===== config.mk =====
export PLATFORM = sky130hd
export DESIGN_NAME = bilerp_pipe
export DESIGN_NICKNAME = d
export VERILOG_FILES = /design/src/rtl/bilerp_pipe.sv
export SDC_FILE = /design/constraint.sdc
export NUM_CORES = 2
export LEC_CHECK = 0
export BUFFER_PORTS_ARGS = -buffer_cell sky130_fd_sc_hd__buf_2
export CORE_MARGIN = 2
export CORE_UTILIZATION = 40
export CTS_CLUSTER_SIZE = 16
export DETAILED_ROUTE_END_ITERATION = 8
export MAX_ROUTING_LAYER = met4
export PLACE_DENSITY_LB_ADDON = 0.1
export SKIP_CTS_REPAIR_TIMING = 1
export SLEW_MARGIN = 10
export SYNTH_ARGS = -nofsm -noshare
export SYNTH_HDL_FRONTEND = slang
export SYNTH_SLANG_ARGS = --single-unit

===== constraint.sdc =====
create_clock -name clk -period 12.8 [get_ports clk]
set_input_delay 1.92 -clock clk [delete_from_list [all_inputs] [get_ports clk]]
set_output_delay 1.92 -clock clk [all_outputs]
set_load 0.05 [all_outputs]

===== src/rtl/bilerp_pipe.sv =====
module bilerp_pipe #(
  parameter int PIX_W  = 8,
  parameter int FRAC_W = 14
) (
  input  logic                 clk,
  input  logic                 rst_n,
  input  logic                 in_valid,
  input  logic [4*PIX_W-1:0]   in_win,
  input  logic [FRAC_W-1:0]    in_fx,
  input  logic [FRAC_W-1:0]    in_fy,
  output logic                 out_valid,
  output logic [PIX_W-1:0]     out_pix
);
  localparam int DIF_W = PIX_W + 1;
  localparam int H_W   = PIX_W + FRAC_W + 2;
  localparam int V_W   = PIX_W + 2*FRAC_W + 2;
  localparam int SH    = 2*FRAC_W;
  localparam logic signed [V_W-1:0] RND  = V_W'(1) <<< (SH-1);
  localparam logic signed [V_W-1:0] PMAX = V_W'((1 << PIX_W) - 1);

  wire [PIX_W-1:0] tl = in_win[0*PIX_W +: PIX_W];
  wire [PIX_W-1:0] tr = in_win[1*PIX_W +: PIX_W];
  wire [PIX_W-1:0] bl = in_win[2*PIX_W +: PIX_W];
  wire [PIX_W-1:0] br = in_win[3*PIX_W +: PIX_W];

  // stage 1: horizontal differences
  logic                    s1_v;
  logic [PIX_W-1:0]        s1_top, s1_bot;
  logic signed [DIF_W-1:0] s1_dt, s1_db;
  logic [FRAC_W-1:0]       s1_fx, s1_fy;

  always_ff @(posedge clk or negedge rst_n)
    if (!rst_n) begin
      s1_v <= 1'b0;
      s1_top <= '0; s1_bot <= '0; s1_dt <= '0; s1_db <= '0;
      s1_fx <= '0; s1_fy <= '0;
    end else begin
      s1_v <= in_valid;
      if (in_valid) begin
        s1_top <= tl;
        s1_bot <= bl;
        s1_dt  <= $signed({1'b0, tr}) - $signed({1'b0, tl});
        s1_db  <= $signed({1'b0, br}) - $signed({1'b0, bl});
        s1_fx  <= in_fx;
        s1_fy  <= in_fy;
      end
    end

  // stage 2: horizontal blends
  wire signed [H_W-1:0] fx_e  = $signed({{(H_W-FRAC_W){1'b0}}, s1_fx});
  wire signed [H_W-1:0] dt_e  = $signed({{(H_W-DIF_W){s1_dt[DIF_W-1]}}, s1_dt});
  wire signed [H_W-1:0] db_e  = $signed({{(H_W-DIF_W){s1_db[DIF_W-1]}}, s1_db});
  wire signed [H_W-1:0] top_e = $signed({{(H_W-PIX_W-FRAC_W){1'b0}}, s1_top, {FRAC_W{1'b0}}});
  wire signed [H_W-1:0] bot_e = $signed({{(H_W-PIX_W-FRAC_W){1'b0}}, s1_bot, {FRAC_W{1'b0}}});
  wire signed [H_W-1:0] h_top = top_e + fx_e * dt_e;
  wire signed [H_W-1:0] h_bot = bot_e + fx_e * db_e;

  logic                 s2_v;
  logic signed [H_W-1:0] s2_ht, s2_hb;
  logic [FRAC_W-1:0]    s2_fy;

  always_ff @(posedge clk or negedge rst_n)
    if (!rst_n) begin
      s2_v <= 1'b0; s2_ht <= '0; s2_hb <= '0; s2_fy <= '0;
    end else begin
      s2_v <= s1_v;
      if (s1_v) begin
        s2_ht <= h_top;
        s2_hb <= h_bot;
        s2_fy <= s1_fy;
      end
    end

  // stage 3: vertical difference
  logic                 s3_v;
  logic signed [H_W-1:0] s3_ht, s3_dv;
  logic [FRAC_W-1:0]    s3_fy;

  always_ff @(posedge clk or negedge rst_n)
    if (!rst_n) begin
      s3_v <= 1'b0; s3_ht <= '0; s3_dv <= '0; s3_fy <= '0;
    end else begin
      s3_v <= s2_v;
      if (s2_v) begin
        s3_ht <= s2_ht;
        s3_dv <= s2_hb - s2_ht;
        s3_fy <= s2_fy;
      end
    end

  // stage 4: vertical blend at full precision
  wire signed [V_W-1:0] fy_e  = $signed({{(V_W-FRAC_W){1'b0}}, s3_fy});
  wire signed [V_W-1:0] dv_e  = $signed({{(V_W-H_W){s3_dv[H_W-1]}}, s3_dv});
  wire signed [V_W-1:0] ht_e  = $signed({{(V_W-H_W){s3_ht[H_W-1]}}, s3_ht});
  wire signed [V_W-1:0] blend = (ht_e <<< FRAC_W) + fy_e * dv_e;

  logic                 s4_v;
  logic signed [V_W-1:0] s4_acc;

  always_ff @(posedge clk or negedge rst_n)
    if (!rst_n) begin
      s4_v <= 1'b0; s4_acc <= '0;
    end else begin
      s4_v <= s3_v;
      if (s3_v) s4_acc <= blend;
    end

  // stage 5: round half up, clamp
  wire signed [V_W-1:0] rnd = (s4_acc + RND) >>> SH;
  wire [PIX_W-1:0] sat = rnd[V_W-1] ? '0 :
                         (rnd > PMAX) ? {PIX_W{1'b1}} : rnd[PIX_W-1:0];

  always_ff @(posedge clk or negedge rst_n)
    if (!rst_n) begin
      out_valid <= 1'b0;
      out_pix   <= '0;
    end else begin
      out_valid <= s4_v;
      if (s4_v) out_pix <= sat;
    end
endmodule



==> impl_metrics.json <==
{
  "initial_core_util": 0.405,
  "cts_tree": "yes",
  "synth_cell_types": 57,
  "die_x_um": 276,
  "synthCells": 3080,
  "cap_violations": 0,
  "hold_class": "register to register",
  "portBuffers": 71,
  "worstMarginPinSlew_ns": 1.12,
  "cts-root-buf": "clkbuf_16",
  "worstSetupStartpointType": "register",
  "core_region_area_um2": 73100,
  "antenna_cells": 0,
  "synth_area_leader_cell": "fa_1",
  "cts.path.max_buffers": 3,
  "yosysMostFrequentCell": "inv_1",
  "synth_nets": 3912,
  "synth_area_leaders": "fa_1 35%, dfrtp_1 18%, ha_1 10%, inv_1 9.0%, and2_1 5.2%",
  "synthFlopType": "dfrtp_1",
  "cp_max_fo": 25,
  "final_nets": 3895,
  "fin_crit_sh": 0.561,
  "cts.sinks": 210,
  "cts_max_level": 1,
  "worstPathRequired_ns": 13.25,
  "worstSkewPairLatency_ns": 0.57,
  "fin_crit_ns": 7.18,
  "via_per_inst": 4.85,
  "die-area_um2": 76100,
  "max_freq_mhz": 139,
  "ios": 72,
  "drv_slew": 0,
  "hold_viol": 0,
  "max_slew_margin": 0.256,
  "num_vias": 19576,
  "antenna_left": 0,
  "clk_pin_slew_ns": 0.06,
  "rsz0062_at_grt": "false",
  "detailed_place_hpwl_mm": 56.6,
  "dr.pass1.iters": 7,
  "critPathCaptureType": "register",
  "async_flop_share": 1.00,
  "die_h_um": 276,
  "fin_skew_ns": 0.0207,
  "grt_pass1_vias": 21856,
  "synth.cell_area_um2": 29600,
  "criticalPathCategory": "register to register",
  "syn_to_final_growth_pct": 6.85,
  "tns_ns": 0,
  "grt_overflow": 0,
  "numCtsBuffers": 27,
  "synth_top_area_share": 0.353,
  "grt_max_degree": 85,
  "drc": 0,
  "core.rowCount": 99,
  "antenna_found_initial": 0,
  "grt_pass1_wl_mm": 118,
  "finalSetupViolCount": 0,
  "ys.warnings.count": 0,
  "syn_area_per_cell_um2": 9.60,
  "synthTopCellsByCount": "712 x inv_1, 521 x fa_1, 385 x nand2_1",
  "run_status": "completed",
  "grt.total_usage": 0.202,
  "worstPathArrival_ns": 7.63,
  "yosysSeqAreaShare": 0.178,
  "wl_per_cell_um": 17.5,
  "gp_congestion": 0.876,
  "post_route_cells_drive_above_1_share": 0.0828,
  "ys_ff_latch": 210,
  "synth_edf_count": 0,
  "drt_iter0_drc": 841,
  "wl_mm": 70.6
}
==> registers in the layout (all words and copies together) (netlist names), 9 cells and up <==
register and flops:
s3_ht 24, s2_ht 24, s1_fy 14, s3_dv 24, s1_dt 9, s1_db 9
s2_hb 24, s1_fx 14, s2_fy 14, s3_fy 14, s4_acc 11
==> per-stage QoR <==
step                       util  setup WS [ns]  cell area, um2  instances  hold WS, ns
after detailed placement  0.421           5.58           30700       3993        0.467
after floorplan               -           6.48           29600       3080        0.352
after global placement    0.421           5.74           30700       3993        0.468
after CTS                 0.433           5.59           31600       4040        0.486
after global routing      0.433           5.34           31600       4040        0.516
final                     0.433           5.62           31600       4040        0.486
==> worst paths after layout <==
check | start | endpoint | cells past startpoint | slack, ns
max | s3_fy[6] | s4_acc[36] | 21 | 5.62
min | s2_ht[8] | s3_ht[8] | 2 | 0.49
max reg2reg | s3_fy[6] | s4_acc[36] | 21 | 5.62
min reg2reg | s2_ht[8] | s3_ht[8] | 2 | 0.49
max in group asynchronous | rst_n | s1_v | 2 | 9.86
min in group asynchronous | rst_n | s1_bot[1] | 1 | 1.37
==> kinds of logic after synthesis <==
logic type / synth area share
adder cells (fa/ha/maj): 0.457
AO/OA/AOI/OAI: 0.0532
AND/OR/NAND/NOR: 0.131
buffers and inverters: 0.106
multiplexers: 0.0478
flip-flops: 0.178
XOR/XNOR: 0.0264
==> layout make-up <==
| type | count | area (um2) |
|---|---|---|
| clock buffer | 35 | 756 |
| sequential | 210 | 5260 |
| tap | 959 | 1200 |
| clock inverter | 12 | 106 |
| fill | 7219 | 41500 |
| multi-input combinational | 2032 | 21200 |
| inverter | 712 | 2670 |
| timing repair buffer | 80 | 435 |
==> critical path, stage by stage, from the launching register on <==
cell and delay, ns:
dfrtp_1 1.06, nand2_1 0.18, fa_1 0.62, fa_1 0.47, fa_1 0.56, inv_1 0.05
fa_1 0.46, fa_1 0.49, inv_1 0.05, fa_1 0.47, inv_1 0.04, ha_1 0.29
a211o_1 0.26, o211ai_1 0.09, a21oi_1 0.15, a2111o_1 0.34, a21oi_2 0.34, o21ai_2 0.16
a311o_1 0.39, a41oi_2 0.26, xnor2_1 0.09, mux2_4 0.25
==> layer usage <==
layer | track usage | wire length [um] | up-vias
met1 | 0.270 | 32900 | 10031
met2 | 0.340 | 34900 | 252
li1 | - | - | 9220
met3 | 0.0158 | 1690 | 73
met4 | 0.0383 | 1130 | 0
met5 | - | 0 | -
==> cells in the final DEF (no fill, tap or decap), drive strengths merged, types with 57 or more instances in the layout <==
master,count
ha,248
dfrtp,210
fa,521
o21ai,95
mux2,120
nand2,385
buf,80
inv,717
and2,247
xnor2,57
Power is left out: the tool's default activity adds up to more than one toggle a clock period on the data nets, which glitch-free logic cannot reach.
